## src/rtl/cfg_loader_pkg.sv

```systemverilog
// Package for the configuration loader: default table and state encodings.
// Assumes a table of 16 words of 32 bits; entries with no setting are zero.
package cfg_loader_pkg;

    localparam int DEF_ENTRIES = 16;
    localparam int DEF_WORD_W  = 32;

    // Entry 0 sits in the lowest 32 bits.
    localparam logic [DEF_ENTRIES*DEF_WORD_W-1:0] DEF_TABLE = {
        32'h0000_0000, 32'h0000_0000, 32'h0000_0000,
        32'h0000_180C, 32'h0000_040B, 32'h05FC_270A, 32'h6805_0CC9,
        32'h6800_0098, 32'h8380_0017, 32'h6800_0006, 32'h6800_0005,
        32'hE980_0004, 32'h6800_0003, 32'h8304_0002, 32'h6800_0021,
        32'h683C_0350
    };

    typedef enum logic [1:0] {SQ_IDLE, SQ_FETCH, SQ_WAIT} seq_state_t;
    typedef enum logic [1:0] {TX_IDLE, TX_SHIFT, TX_GAP}  tx_state_t;

endpackage

```

## src/rtl/cfg_rom.sv

```systemverilog
// Constant lookup table built from a packed parameter.
// Assumes ENTRIES is a power of two so the index covers every entry exactly.
module cfg_rom #(
    parameter int ENTRIES = 16,
    parameter int WORD_W  = 32,
    parameter logic [ENTRIES*WORD_W-1:0] TABLE = '0,
    localparam int IW = $clog2(ENTRIES)
) (
    input  logic [IW-1:0]     idx,
    output logic [WORD_W-1:0] word
);

    logic [WORD_W-1:0] mem [ENTRIES];

    // Unpack each table slot into the array
    for (genvar e = 0; e < ENTRIES; e++) begin : g_ent
        assign mem[e] = TABLE[e*WORD_W +: WORD_W];
    end

    // Combinational read
    assign word = mem[idx];

endmodule

```

## src/rtl/spi_frame_tx.sv

```systemverilog
// Sends one word as a single SPI frame in mode 0, MSB first. After the frame it
// keeps chip select high for a gap, then pulses tx_done.
// Assumes DIV is even and at least 2, and that go arrives only while idle.
module spi_frame_tx
    import cfg_loader_pkg::*;
#(
    parameter int WORD_W   = 32,
    parameter int DIV      = 8,
    parameter int GAP_SCLK = 2,
    localparam int HALF    = DIV / 2,
    localparam int CW      = (HALF > 1) ? $clog2(HALF) : 1,
    localparam int BW      = $clog2(WORD_W),
    localparam int GAP_CYC = GAP_SCLK * DIV,
    localparam int GW      = $clog2(GAP_CYC + 1)
) (
    input  logic              clk,
    input  logic              rst_n,
    input  logic              go,
    input  logic [WORD_W-1:0] word,
    output logic              tx_done,
    output logic              sclk,
    output logic              cs_n,
    output logic              mosi
);

    tx_state_t         st_q;
    logic [WORD_W-1:0] sh_q;
    logic [CW-1:0]     cnt_q;
    logic [BW-1:0]     bit_q;
    logic [GW-1:0]     gap_q;

    // Frame engine: half-period timer, SCLK toggling, shifting, inter-frame gap
    always_ff @(posedge clk) begin
        if (!rst_n) begin
            st_q    <= TX_IDLE;
            sh_q    <= '0;
            cnt_q   <= '0;
            bit_q   <= '0;
            gap_q   <= '0;
            sclk    <= 1'b0;
            cs_n    <= 1'b1;
            tx_done <= 1'b0;
        end else begin
            tx_done <= 1'b0;
            case (st_q)
                TX_IDLE: begin
                    if (go) begin
                        sh_q  <= word;
                        cs_n  <= 1'b0;
                        cnt_q <= '0;
                        bit_q <= '0;
                        st_q  <= TX_SHIFT;
                    end
                end
                TX_SHIFT: begin
                    if (cnt_q == CW'(HALF - 1)) begin
                        cnt_q <= '0;
                        if (!sclk) begin
                            sclk <= 1'b1;
                        end else begin
                            sclk <= 1'b0;
                            if (bit_q == BW'(WORD_W - 1)) begin
                                cs_n  <= 1'b1;
                                gap_q <= '0;
                                st_q  <= TX_GAP;
                            end else begin
                                sh_q  <= {sh_q[WORD_W-2:0], 1'b0};
                                bit_q <= bit_q + 1'b1;
                            end
                        end
                    end else begin
                        cnt_q <= cnt_q + 1'b1;
                    end
                end
                TX_GAP: begin
                    if (gap_q == GW'(GAP_CYC - 1)) begin
                        tx_done <= 1'b1;
                        st_q    <= TX_IDLE;
                    end else begin
                        gap_q <= gap_q + 1'b1;
                    end
                end
                default: st_q <= TX_IDLE;
            endcase
        end
    end

    // Serial data is the top bit of the shift register
    assign mosi = sh_q[WORD_W-1];

endmodule

```

## src/rtl/cfg_loader_seq.sv

```systemverilog
// Walks the table index, starts one frame per entry and decides when the pass
// ends (terminal register sent, or last entry reached).
// Assumes tx_done comes exactly once for each go.
module cfg_loader_seq
    import cfg_loader_pkg::*;
#(
    parameter int ENTRIES = 16,
    parameter int ADDR_W  = 4,
    parameter logic [ADDR_W-1:0] TERM_ADDR = 4'hC,
    localparam int IW = $clog2(ENTRIES)
) (
    input  logic              clk,
    input  logic              rst_n,
    input  logic              start,
    input  logic [ADDR_W-1:0] rom_addr,
    input  logic              tx_done,
    output logic [IW-1:0]     idx,
    output logic              go,
    output logic              busy,
    output logic              done,
    output logic              err
);

    seq_state_t        st_q;
    logic [ADDR_W-1:0] addr_q;

    // Pass control: fetch, wait for frame, then advance or finish
    always_ff @(posedge clk) begin
        if (!rst_n) begin
            st_q   <= SQ_FETCH;
            idx    <= '0;
            addr_q <= '0;
            done   <= 1'b0;
            err    <= 1'b0;
        end else begin
            case (st_q)
                SQ_IDLE: begin
                    if (start) begin
                        idx  <= '0;
                        done <= 1'b0;
                        err  <= 1'b0;
                        st_q <= SQ_FETCH;
                    end
                end
                SQ_FETCH: begin
                    addr_q <= rom_addr;
                    st_q   <= SQ_WAIT;
                end
                SQ_WAIT: begin
                    if (tx_done) begin
                        if (addr_q == TERM_ADDR) begin
                            done <= 1'b1;
                            st_q <= SQ_IDLE;
                        end else if (idx == IW'(ENTRIES - 1)) begin
                            done <= 1'b1;
                            err  <= 1'b1;
                            st_q <= SQ_IDLE;
                        end else begin
                            idx  <= idx + 1'b1;
                            st_q <= SQ_FETCH;
                        end
                    end
                end
                default: st_q <= SQ_IDLE;
            endcase
        end
    end

    // One-cycle frame request and the activity flag
    assign go   = (st_q == SQ_FETCH);
    assign busy = (st_q != SQ_IDLE);

endmodule

```

## src/rtl/spi_cfg_loader.sv

```systemverilog
// Top level: table, sequencer and SPI frame sender. Runs one pass after reset
// and one more for each start pulse received while idle.
// Assumes DIV is even and at least 2, and ENTRIES is a power of two.
module spi_cfg_loader
    import cfg_loader_pkg::*;
#(
    parameter int ENTRIES  = DEF_ENTRIES,
    parameter int WORD_W   = DEF_WORD_W,
    parameter int ADDR_W   = 4,
    parameter int DIV      = 8,
    parameter int GAP_SCLK = 2,
    parameter logic [ADDR_W-1:0] TERM_ADDR = 4'hC,
    parameter logic [ENTRIES*WORD_W-1:0] TABLE = DEF_TABLE,
    localparam int IW = $clog2(ENTRIES)
) (
    input  logic clk,
    input  logic rst_n,
    input  logic start,
    output logic sclk,
    output logic cs_n,
    output logic mosi,
    output logic busy,
    output logic done,
    output logic err
);

    logic [IW-1:0]     idx;
    logic [WORD_W-1:0] word;
    logic              go;
    logic              tx_done;

    cfg_rom #(.ENTRIES(ENTRIES), .WORD_W(WORD_W), .TABLE(TABLE)) u_rom (
        .idx  (idx),
        .word (word)
    );

    cfg_loader_seq #(.ENTRIES(ENTRIES), .ADDR_W(ADDR_W), .TERM_ADDR(TERM_ADDR)) u_seq (
        .clk      (clk),
        .rst_n    (rst_n),
        .start    (start),
        .rom_addr (word[ADDR_W-1:0]),
        .tx_done  (tx_done),
        .idx      (idx),
        .go       (go),
        .busy     (busy),
        .done     (done),
        .err      (err)
    );

    spi_frame_tx #(.WORD_W(WORD_W), .DIV(DIV), .GAP_SCLK(GAP_SCLK)) u_tx (
        .clk     (clk),
        .rst_n   (rst_n),
        .go      (go),
        .word    (word),
        .tx_done (tx_done),
        .sclk    (sclk),
        .cs_n    (cs_n),
        .mosi    (mosi)
    );

endmodule

```

## config.mk

```make
export PLATFORM = sky130hd
export DESIGN_NAME = spi_cfg_loader
export DESIGN_NICKNAME = d
export VERILOG_FILES = /design/src/rtl/cfg_loader_pkg.sv /design/src/rtl/cfg_rom.sv /design/src/rtl/spi_frame_tx.sv /design/src/rtl/cfg_loader_seq.sv /design/src/rtl/spi_cfg_loader.sv
export SDC_FILE = /design/constraint.sdc
export NUM_CORES = 1
export LEC_CHECK = 0
export ABC_AREA = 1
export BUFFER_PORTS_ARGS = -buffer_cell sky130_fd_sc_hd__buf_2
export CAP_MARGIN = 10
export CORE_MARGIN = 3
export CORE_UTILIZATION = 45
export DETAILED_ROUTE_END_ITERATION = 16
export MAX_ROUTING_LAYER = met4
export PLACE_DENSITY = 0.71
export SLEW_MARGIN = 40
export SYNTH_ARGS = -nofsm -noshare
export SYNTH_HDL_FRONTEND = slang
export SYNTH_SLANG_ARGS = --single-unit
```

## constraint.sdc

```tcl
create_clock -name clk -period 3.85 [get_ports clk]
set_clock_uncertainty 0.2 [all_clocks]
set_input_delay 0.77 -clock clk [delete_from_list [all_inputs] [get_ports clk]]
set_output_delay 0.77 -clock clk [all_outputs]
set_load 0.1 [all_outputs]
```

Word level (Yosys, flattened, before mapping)
Memories as Yosys holds them, arrays and structs flattened. Cells that the tools add are included.

Input bits: 3. Bits in registers: 61. Memories: 1. Logic and storage cells: 110. Memory bits (read-only): 512. Output and inout port bits: 6.

Memory list: (name not given) (depth 16, bits a word 32, read ports 1, clocked after Yosys merged registers in 0, write ports 0, line cfg_rom.sv:21) `assign word = mem[idx];`.

Multiplexer cells: 51. Add/subtract/negate cells: 4. Magnitude comparators: 1. Equal/unequal tests: 22. Reduce and logical (&&, ||, !) cells: 17. Bitwise logic cells: 1.

Operator list (count): two-way mux 32 bit (6); one-hot mux 32 bit (2 select lines) (1); two-way mux 5 bit (8); AND reduction 5 bit (6); two-way mux 2 bit (10); one-hot mux 5 bit (2 select lines) (2); two-way mux 4 bit (4); two-way mux 1 bit (13); != test 2 x 1 -> 1 bit, second input constant (6); != test 2 bit, second input constant (6); one-hot mux 2 bit (3 select lines) (2); adder 5 x 1 -> 5 bit, second input constant (2); equality test 4 bit, second input constant (2); one-hot mux 4 bit (2 select lines) (1); AND reduction 2 bit (4); nonzero test 2 bit (4); equality test 2 bit, second input constant (3); one-hot mux 1 bit (2 select lines) (3); equality test 5 x 4 -> 1 bit, second input constant (1); equality test 5 bit, second input constant (1); greater-or-equal comparator 5 bit, second input constant (1); inverter 4 -> 5 bit (1); adder 4 x 1 -> 4 bit, second input constant (1); equality test 2 x 1 -> 1 bit, second input constant (2); other kinds (5) (6).

Longest topological paths before layout
Gate-level depths: netlist of run 1.

Word-level depth: 6. Gate-level depth with buffers: 13. Gate-level depth less buffers: 12.

Hierarchy
From an unflattened synthesis of run 1, not the netlist that was laid out.

Cells, all modules: 557. Area total of the unflattened synthesis: 3553.4 um^2.

By module, submodules not included: spi_frame_tx (cells an instance 403, area an instance 2536.2 um^2, sequential area each 980.9 um^2, times used 1); cfg_loader_seq (cells an instance 88, area an instance 579.3 um^2, sequential area each 240.2 um^2, times used 1); cfg_rom (cells an instance 66, area an instance 437.9 um^2, sequential area each 0.0 um^2, times used 1).

Worst setup path after synthesis of run 1
Ideal clock, no wire load.

Path type: register to register. Start: register u_tx.sclk. End: register u_tx.sh_q[1]. Buffers on the path: 2. Arrival: 1855 ps. Library setup time: 116 ps. Setup slack: 1679 ps. Stages on the path, launching flop included: 8. Cell sequence: dfxtp_1 -> inv_1 -> o21ai_1 -> nand2_2 -> buf_6 -> buf_6 -> o21ai_0 -> nor2_1.

Word-level cells in the longest chain between the ends: 2.

Ends and longest elaborated chain: start, declared (line spi_frame_tx.sv:21) `output logic sclk,`; start signal, assigned (line spi_frame_tx.sv:40) `sclk <= 1'b0;`; start signal, assigned (line spi_frame_tx.sv:59) `sclk <= 1'b1;`; start signal, assigned (line spi_frame_tx.sv:61) `sclk <= 1'b0;`; != test 2 x 1 -> 1 bit (no source line); AND reduction 5 bit (no source line); end signal, assigned (line spi_frame_tx.sv:48) `sh_q <= word;`; end signal, assigned (line spi_frame_tx.sv:67) `sh_q <= {sh_q[WORD_W-2:0], 1'b0};`; end, declared (line spi_frame_tx.sv:27) `logic [WORD_W-1:0] sh_q;`.

No other way between the ends. A chain may end at the register's enable or synchronous reset.

Final worst setup path of run 1
Start: register u_tx.bit_q[0]. End: register u_tx.sh_q[31].

Word-level cells in the longest chain between the ends: 3.

Ends and longest elaborated chain: start, declared (line spi_frame_tx.sv:29) `logic [BW-1:0] bit_q;`; start signal, assigned (line spi_frame_tx.sv:68) `bit_q <= bit_q + 1'b1;`; equality test 5 bit (line spi_frame_tx.sv:62) `if (bit_q == BW'(WORD_W - 1)) begin`; != test 2 bit (no source line); AND reduction 5 bit (no source line).

No other way between the ends.

==> impl_metrics.ini, run 1 <==
[outcome]
status = completed

[critical_path]
reg2reg_setup_slack_ns = 1.53
crit_arrival_ns = 2.37
crit_buf_inv = 2
cp_cell_sequence = ha_1 > nand2_1 > nor2_1 > ha_1 > inv_1 > nand2_1 > o21ai_1 > nand2_2 > inv_1 > nand2_1 > a21oi_1
r2r-start = u_tx.bit_q[0]
required_ns = 3.91
critPathSlowestCell = inv_1
path_max_fanout = 20
crit_type = reg2reg
cp_top_family = buffers and inverters
path_common_cell = nand2_1
slowest_delay_ns = 0.51
start_kind = flip-flop
endpoint_kind = flip-flop
critPathLaunch = u_tx.bit_q[0]

[floorplanning]
coreArea_sq_mm = 0.006531
start_util = 0.4751
dieArea_sq_mm = 0.007928
rows = 29
fp.dieW_microns = 89.04
fp.dieH_microns = 89.04
ios = 9

[synthesis]
synth_top_family_by_area = simple AND/OR/NAND/NOR gates
syn-instance-count = 467
seq_area_frac_synth = 0.3935
synth_seq_cells = 61
avgSynthCellArea_sq_um = 6.644
syn-cell-area_sq_mm = 0.003103
syn_nets = 480
ys_warn_count = 0
synthMuxAreaShare = 0
synthArstFlopShare = 0
synth_most_common_cell = nand2_1
synth_xor_area_frac = 0
yosysTopAreaCellShare = 0.3935
synth-edff-count = 0
yosys.area_share.simple = 0.3452
ys.flop_type = dfxtp_1
synth_adder_area_share = 0.04032
synthTopCellsByCount = 133 x nand2_1, 71 x nor2_1, 61 x dfxtp_1
ys_top_cells_by_area = dfxtp_1 39%, nand2_1 16%, nor2_1 8.6%, inv_1 5.8%, a21oi_1 5.2%
synth_top_cell_by_area = dfxtp_1
synth_compound_area_frac = 0.1202
ys_types = 26

[timing]
final.min_clock_period_ns = 2.315
postLayoutSetupSlackWorst_ns = 1.535
hold_violations = 0
setup_viol = 0
worst_pin_slew_ns = 0.7625
relSlewSlack = 0.4911
fin_setup_tns_ns = 0
max_freq_ghz = 0.4320
hold_slack_ns = 0.2483
slew_violations = 0
period_share = 0.6013
rsz0062_at_grt = no

[routing]
first_pass_iters = 5
via_count = 2835
drtIter0Drc = 138
drc = 0
viasPerCell = 5.183
ant_nets = 0
routed_wirelength_mm = 6.503
wl_per_cell_microns = 11.89

[grt]
grt_pass1_vias = 2677
grt_max_degree = 47
track_usage = 0.1957
antenna_found_initial = 0
overflow = 0
grt_first_pass_wirelength_mm = 11.77

[power]
combPwrFrac = 0.199
p_seq_frac = 0.448
peakVddDrop_uv = 269.1
p_per_area_mw_per_mm2 = 489.7
p_sw_mw = 0.4925
swShare = 0.3028
cell_internal_pwr_mw = 1.134
p_leak_nw = 1.484
p_clk_frac = 0.353

[placed_design]
gp_congestion = 0.9011
pre_cts_ws_ns = 1.406
numPortBuffers = 8
post-dp-hpwl_mm = 4.313
placedCellCount = 533

[flow_run]
max_cap_violations = 0

[cts]
cts_setup_buffers = 0
cts_inserted_buffers = 9
cts_max_level = 3
path_clk_slew_ns = 0.06
ctsResizeCount = 0
cts-hold-fix-buffers = 0
tritoncts = done
ctsRootBufferMaster = clkbuf_8
clock-sinks = 61
cts_buffer_depth = 2
worstSkewPairLatency_ns = 0.34

[worst_hold_path]
hold_path_class = reg2reg
hp-start = u_seq.err

[finish]
synthToLayoutAreaGrowth_pct = 7.016
drive_gt1_frac = 0.07447
finalNonFillerCells = 547
diodes = 0
fillCellCount = 660
nNetsFinal = 480
-- sequential cells by signal, indices dropped and copies added (netlist names) --
| name | flops |
|---|---|
| u_seq.idx | 4 |
| u_tx.bit_q | 5 |
| u_seq.err | 1 |
| u_tx.st_q | 2 |
| u_tx.tx_done | 1 |
| u_tx.sclk | 1 |
| u_seq.done | 1 |
| u_tx.cs_n | 1 |
| u_tx.sh_q | 32 |
| u_tx.cnt_q | 2 |
| u_seq.addr_q | 4 |
| u_seq.st_q | 2 |
| u_tx.gap_q | 5 |
-- kinds of logic (layout without fill, tap and decap cells) --
family,after synthesis,in the layout
simple gates,256,256
buf+inv,70,73
fa+ha+maj,10,10
flops,61,61
compound gates,70,70
-- worst reg2reg max path, cell delays in order, from the launching register on --
cell and delay, ns:
dfxtp_1 0.34, ha_1 0.22, nand2_1 0.10, nor2_1 0.06, ha_1 0.19, inv_1 0.07
nand2_1 0.05, o21ai_1 0.15, nand2_2 0.07, inv_1 0.51, nand2_1 0.13, a21oi_1 0.15
-- power by group through the flow --
stage | clock network [mW] | logic (mW) | registers [mW]
final | 0.574 | 0.323 | 0.729
after global routing | 0.623 | 0.375 | 0.737
after CTS | 0.589 | 0.325 | 0.729
after detailed placement | 0 | 0.324 | 0.742
after global placement | 0 | 0.317 | 0.740
after floorplan | 0 | 0.270 | 0.748
-- cell type report --
cell class	count	area [sq um]	share of cell area
multi-input cells	336	1569	0.4725
flip-flops and latches	61	1221	0.3677
inverters	50	187.7	0.05652
clock buffers	13	168.9	0.05087
well taps	77	96.34	0.02901
repair buffers	9	47.55	0.01432
clock inverters	1	30.03	0.009043
-- final timing paths --
path | end | cells after the start
hold / removal | u_seq.err | 2
setup / recovery | u_tx.sh_q[31] | 11
hold reg to reg | u_seq.err | 2
setup reg to reg | u_tx.sh_q[31] | 11
-- cell usage in the layout (no fill, tap or decap), types with 8 or more instances in the layout --
| cell type | count |
|---|---|
| a21oi_1 | 32 |
| buf_2 | 8 |
| clkbuf_8 | 12 |
| dfxtp_1 | 61 |
| ha_1 | 10 |
| inv_1 | 48 |
| nand2_1 | 133 |
| nand3_1 | 27 |
| nand4_1 | 10 |
| nor2_1 | 71 |
| o21ai_0 | 23 |
| o21ai_1 | 10 |
-- metal layers --
layer,GRT usage,vias up,routed length [microns]
met5,-,-,0
met4,0.05819,0,103
met3,0.06636,8,300
met2,0.3104,52,3028
met1,0.2362,1297,3070
li1,-,1478,-
-- through the flow --
stage	power (mW)	utilization	instance area (sq um)
6_report	1.626	0.5084	3321
4_1_cts	1.643	0.5084	3321
2_1_floorplan	1.018	-	3103
3_3_place_gp	1.057	0.4780	3122
3_5_place_dp	1.066	0.4780	3122
5_1_grt	1.736	0.5084	3321
(Power assumes the default switching activity.)
==> inputs of run 2 (changes only) <==
--- a/config.mk
+++ b/config.mk
@@ -5,14 +5,14 @@
 export SDC_FILE = /design/constraint.sdc
 export NUM_CORES = 1
 export LEC_CHECK = 0
-export ABC_AREA = 1
+export ABC_AREA = 0
 export BUFFER_PORTS_ARGS = -buffer_cell sky130_fd_sc_hd__buf_2
 export CAP_MARGIN = 10
 export CORE_MARGIN = 3
 export CORE_UTILIZATION = 45
 export DETAILED_ROUTE_END_ITERATION = 16
 export MAX_ROUTING_LAYER = met4
-export PLACE_DENSITY = 0.71
+export PLACE_DENSITY = 0.73
 export SLEW_MARGIN = 40
 export SYNTH_ARGS = -nofsm -noshare
 export SYNTH_HDL_FRONTEND = slang
==> constraint.sdc (replaced) <==
create_clock -name clk -period 2.1 [get_ports clk]
set_clock_uncertainty 0.2 [all_clocks]
set_input_delay 0.42 -clock clk [delete_from_list [all_inputs] [get_ports clk]]
set_output_delay 0.42 -clock clk [all_outputs]
set_load 0.1 [all_outputs]
==> run 2 against run 1 <==
Net effect: die area shrank 7.7%; maximum frequency grew 15%; cell area shrank 0.11%; clock power grew 81%; setup slack lost 1.4 ns; core utilization grew 4.2 points; synthesized cell count shrank 28%; first-iteration DRC count shrank 0.72%; register-to-register slack lost 1.4 ns; routed wire length shrank 0.60%; combinational power grew 26%; critical endpoint is now u_tx.gap_q[3]; largest cell class unchanged; highest routed layer unchanged.
==> impl_metrics.ini, run 2 <==
[outcome]
status = completed

[grt]
track_usage = 0.1954
grt_first_pass_wirelength_mm = 10.96
antenna_found_initial = 0
overflow = 0
grt_max_degree = 30
grt_pass1_vias = 2334

[finish]
synthToLayoutAreaGrowth_pct = 16.53
finalNonFillerCells = 434
layout_common_cells = 58 x dfxtp_1, 37 x nand2_1, 33 x nor2_1
final_core_util = 0.5505
fillCellCount = 560
drive_gt1_frac = 0.1727
diodes = 0
largest_reg_flops = 32
reg.largest.list = u_tx.sh_q: 32 flops, u_tx.bit_q: 5 flops, u_tx.gap_q: 5 flops
nNetsFinal = 367
final_common_cell = dfxtp_1
largest_register = u_tx.sh_q
finalInstanceArea_sq_mm = 0.003317

[critical_path]
cp_top_family = flip-flops
endpoint_kind = flip-flop
critPathSlowestCell = dfxtp_4
cp_cell_sequence = ha_4 > and3_1 > ha_2 > buf_6 > nand4_1 > o21ai_1 > buf_4 > nor2_1 > mux2_4
r2r_end = u_tx.gap_q[3]
reg2reg_setup_slack_ns = 0.09
r2r-start = u_tx.bit_q[1]
slowest_delay_ns = 0.37
path_max_fanout = 7
crit_arrival_ns = 2.05
crit_type = reg2reg
start_kind = flip-flop
crit_buf_inv = 2
required_ns = 2.14
r2r_cells = 9

[floorplanning]
dieArea_sq_mm = 0.007316
ios = 9
fp.dieH_microns = 85.54
start_util = 0.4724
coreArea_sq_mm = 0.006026
fp.dieW_microns = 85.54
rows = 28

[timing]
final.min_clock_period_ns = 2.012
setup_viol = 0
slew_violations = 0
relSlewSlack = 0.6802
worst_pin_slew_ns = 0.4753
rsz0062_at_grt = no
max_freq_ghz = 0.4970
fin_setup_tns_ns = 0
hold_violations = 0
period_share = 0.9581

[routing]
wl_met2_mm = 3.114
first_pass_iters = 4
dr_wl_met3_microns = 273
drtIter0Drc = 137
via_count = 2494
wl_met1_mm = 2.999
top_layer = met4
wl_per_cell_microns = 14.89
routed_wirelength_mm = 6.464
ant_nets = 0
drc = 0
viasPerCell = 5.747

[cts]
ctsRootBufferMaster = clkbuf_8
cts_max_level = 3
cts-hold-fix-buffers = 0
clock-sinks = 61
cts_setup_buffers = 0
tritoncts = done
cts_buffer_depth = 2
cts_inserted_buffers = 9
worstSkewPairLatency_ns = 0.35
path_clk_slew_ns = 0.06

[synthesis]
synth_seq_cells = 61
ys_top_cells_by_area = dfxtp_1 43%, nand2_1 4.9%, a21oi_1 4.7%, ha_1 4.4%, nor2_1 4.4%
synth_adder_area_share = 0.04396
ys.flop_type = dfxtp_1
yosys.area_share.simple = 0.2382
synth_compound_area_frac = 0.2018
synthTopCellsByCount = 61 x dfxtp_1, 37 x nand2_1, 33 x nor2_1
synth_xor_area_frac = 0.01231
synth-edff-count = 0
ys_warn_count = 0
ys_types = 57
yosysTopAreaCellShare = 0.4290
syn-instance-count = 335
synth_most_common_cell = dfxtp_1
synthArstFlopShare = 0
synthMuxAreaShare = 0.02198
synth_top_cell_by_area = dfxtp_1
avgSynthCellArea_sq_um = 8.497
seq_area_frac_synth = 0.4290
syn-cell-area_sq_mm = 0.002846
syn_nets = 348
synth_top_family_by_area = simple AND/OR/NAND/NOR gates

[power]
swShare = 0.2807
peakVddDrop_uv = 528.3
p_clk_frac = 0.379
p_sw_mw = 0.7684
p_seq_frac = 0.472
cell_internal_pwr_mw = 1.969
combPwrFrac = 0.149
p_per_area_mw_per_mm2 = 825.3
p_leak_nw = 1.262

[flow_run]
max_cap_violations = 0

[worst_hold_path]
hold_depth = 2
hold_path_class = in2reg
hp-start = rst_n
hold_end = u_tx.cs_n

[placed_design]
gp_congestion = 0.8918
placedCellCount = 418
post-dp-hpwl_mm = 4.384
place_area_sq_mm = 0.003048
numPortBuffers = 8
==> run 2: worst register-to-register path, delay by kind of cell, from the launching register on <==
kind | cells | cell delay (ns)
and+or+nand+nor | 3 | 0.34
adders and majority gates | 2 | 0.31
buffers and inverters | 2 | 0.26
muxes | 1 | 0.26
DFF | 1 | 0.37
AOI/OAI and AO/OA | 1 | 0.17
==> run 2: worst max path at each step <==
stage             startpoint  slack [ns]            end  depth (start not counted)
6_report       u_tx.bit_q[1]        0.09  u_tx.gap_q[3]                          9
5_1_grt        u_tx.gap_q[0]       0.008  u_tx.gap_q[2]                          8
4_1_cts        u_tx.bit_q[0]        0.01  u_tx.gap_q[2]                          8
3_5_place_dp   u_tx.bit_q[0]        0.01  u_tx.sh_q[30]                          7
3_3_place_gp   u_tx.bit_q[0]        0.08  u_tx.sh_q[29]                          7
2_1_floorplan      u_tx.sclk        0.06  u_tx.gap_q[3]                          5
==> run 2: cell type report <==
class,count,area [sq um],share of cell area
Multi-Input combinational cell,241,1530,0.4613
Sequential cell,61,1227,0.3701
Timing Repair Buffer,32,239.0,0.07205
Clock buffer,12,145.1,0.04376
Tap cell,75,93.84,0.02829
Clock inverter,4,47.55,0.01433
Inverter,9,33.78,0.01018
==> run 2: kinds of logic (layout without fill, tap and decap cells) <==
group | count (synthesis) | in the layout
adders and majority gates | 10 | 10
buffers and inverters | 33 | 57
xor gates and xnor gates | 4 | 4
muxes | 6 | 6
and+or+nand+nor | 135 | 135
AOI/OAI and AO/OA | 86 | 86
DFF | 61 | 61
==> run 2: through the flow <==
step / setup WS (ns) / hold slack, ns / power (mW)
2_1_floorplan: 0.06067 / 0.2320 / 1.606
3_3_place_gp: 0.07766 / 0.2388 / 1.691
3_5_place_dp: 0.01009 / 0.2452 / 1.702
4_1_cts: 0.01240 / 0.1144 / 2.739
5_1_grt: 0.008264 / 0.1203 / 2.868
6_report: 0.08799 / 0.1276 / 2.737
==> run 2: power groups by stage <==
stage	clock, mW	sequential [mW]	combinational, mW
after detailed placement	0	1.31	0.387
after floorplan	0	1.33	0.273
after global routing	1.12	1.30	0.449
final	1.04	1.29	0.407
after global placement	0	1.31	0.379
after CTS	1.06	1.29	0.390
==> run 2: routing by layer <==
| layer | vias to the layer above | global-route usage |
|---|---|---|
| met5 | - | - |
| met4 | 0 | 0.06043 |
| met3 | 10 | 0.07012 |
| met2 | 45 | 0.3037 |
| met1 | 1204 | 0.2379 |
| li1 | 1235 | - |
==> run 2: timing repair <==
action                                  CTS  global route
pin swaps                                 0             4
endpoints found under the setup margin    2            22
gates cloned                              0             0
resized for setup                         1            17
==> inputs of run 3 (changes only) <==
--- a/config.mk
+++ b/config.mk
@@ -11,7 +11,6 @@
 export CORE_MARGIN = 3
 export CORE_UTILIZATION = 45
 export DETAILED_ROUTE_END_ITERATION = 16
-export MAX_ROUTING_LAYER = met4
 export PLACE_DENSITY = 0.73
 export SLEW_MARGIN = 40
 export SYNTH_ARGS = -nofsm -noshare
==> run 3 against run 2 <==
Net effect: register-to-register slack hardly changed; combinational power hardly changed; sequential cell count stayed put; die area stayed put; non-clock buffer count stayed put; via count is 1.0% lower.
==> impl_metrics.ini, run 3 (same netlist as run 2, synthesis figures left out) <==
[outcome]
status = completed

[cts]
worstSkewPairLatency_ns = 0.35
cts_max_level = 3
ctsRootBufferMaster = clkbuf_8
tritoncts = done
clock-sinks = 61
path_clk_slew_ns = 0.06
cts_buffer_depth = 2
cts_inserted_buffers = 9

[floorplanning]
rows = 28
dieArea_sq_mm = 0.007316
fp.dieW_microns = 85.54
coreArea_sq_mm = 0.006026
ios = 9
fp.dieH_microns = 85.54
start_util = 0.4724

[critical_path]
crit_type = reg2reg
path_max_fanout = 7
crit_arrival_ns = 2.05
endpoint_kind = flip-flop
required_ns = 2.14
start_kind = flip-flop

[placed_design]
post-dp-hpwl_mm = 4.384
gp_congestion = 0.8773
numPortBuffers = 8
placedCellCount = 418

[routing]
wl_per_cell_microns = 14.93
first_pass_iters = 4
via_count = 2469
viasPerCell = 5.689
drc = 0
ant_nets = 0
drtIter0Drc = 165
routed_wirelength_mm = 6.481

[finish]
synthToLayoutAreaGrowth_pct = 16.53
reg.largest.list = u_tx.sh_q: 32 flops, u_tx.bit_q: 5 flops, u_tx.gap_q: 5 flops
largest_reg_flops = 32
final_common_cell = dfxtp_1
finalNonFillerCells = 434
layout_common_cells = 58 x dfxtp_1, 37 x nand2_1, 33 x nor2_1
nNetsFinal = 367
diodes = 0
drive_gt1_frac = 0.1727
largest_register = u_tx.sh_q

[timing]
hold_violations = 0
final.min_clock_period_ns = 2.013
max_freq_ghz = 0.4967
rsz0062_at_grt = no
relSlewSlack = 0.6859
fin_setup_tns_ns = 0
setup_viol = 0
slew_violations = 0
period_share = 0.9588
worst_pin_slew_ns = 0.4669

[grt]
grt_first_pass_wirelength_mm = 10.94
antenna_found_initial = 0
track_usage = 0.1896
overflow = 0
grt_max_degree = 30
grt_pass1_vias = 2335

[power]
p_per_area_mw_per_mm2 = 825.6
p_leak_nw = 1.262
p_seq_frac = 0.472
combPwrFrac = 0.149
cell_internal_pwr_mw = 1.969
peakVddDrop_uv = 528.3
swShare = 0.2809
p_sw_mw = 0.7693
p_clk_frac = 0.379

[flow_run]
max_cap_violations = 0

[worst_hold_path]
hold_path_class = in2reg
## run 3: worst paths after layout
path                  from       endpoint  slack, ns  cells past startpoint
max          u_tx.bit_q[1]  u_tx.gap_q[3]       0.09                      9
min                  rst_n      u_tx.cs_n       0.13                      2
max reg2reg  u_tx.bit_q[1]  u_tx.gap_q[3]       0.09                      9
min reg2reg  u_tx.sh_q[14]  u_tx.sh_q[15]       0.25                      2
## run 3: metal layers
metal | vias to the layer above | routed length [microns] | GRT usage
li1 | 1235 | - | -
met1 | 1198 | 3138 | 0.2373
met5 | - | 0 | 0
met3 | 10 | 192 | 0.07012
met4 | 0 | 77 | 0.06043
met2 | 26 | 3072 | 0.3037
## run 3: timing repair
| action | 4_1_cts | 5_1_grt |
|---|---|---|
| pin swaps | 0 | 4 |
| hold buffers | 0 | 0 |
| resized for setup | 1 | 17 |
| setup endpoints to repair | 2 | 22 |
| setup buffers | 0 | 0 |
| endpoints found under the hold margin | 0 | 0 |
## run 3: worst max-delay path, stage by stage (launching register included)
cell     delay [ns]
dfxtp_4        0.37
ha_4           0.13
and3_1         0.15
ha_2           0.18
buf_6          0.10
nand4_1        0.14
o21ai_1        0.17
buf_4          0.16
nor2_1         0.04
mux2_4         0.26
## run 3: through the flow
stage | area [sq um] | util | power (mW) | setup WS [ns] | hold WS, ns
after global placement | 3048 | 0.5058 | 1.691 | 0.07766 | 0.2388
after CTS | 3247 | 0.5388 | 2.739 | 0.01240 | 0.1144
final | 3317 | 0.5505 | 2.738 | 0.08655 | 0.1275
after detailed placement | 3048 | 0.5058 | 1.702 | 0.01009 | 0.2452
after floorplan | 2848 | - | 1.606 | 0.06067 | 0.2320
after global routing | 3317 | 0.5505 | 2.867 | 0.008264 | 0.1203
## run 3: cell type report
class,count,area [sq um]
clock buffers,12,145.1
fillers,560,2709
clock inverters,4,47.55
repair buffers,32,239.0
inverters,9,33.78
well taps,75,93.84
multi-input cells,241,1530
flip-flops and latches,61,1227
## run 3: power groups by stage
| stage | Sequential, mW | Combinational (mW) | Clock [mW] |
|---|---|---|---|
| final | 1.29 | 0.407 | 1.04 |
| after global routing | 1.30 | 0.449 | 1.12 |
| after CTS | 1.29 | 0.390 | 1.06 |
| after detailed placement | 1.31 | 0.387 | 0 |
| after global placement | 1.31 | 0.379 | 0 |
| after floorplan | 1.33 | 0.273 | 0 |
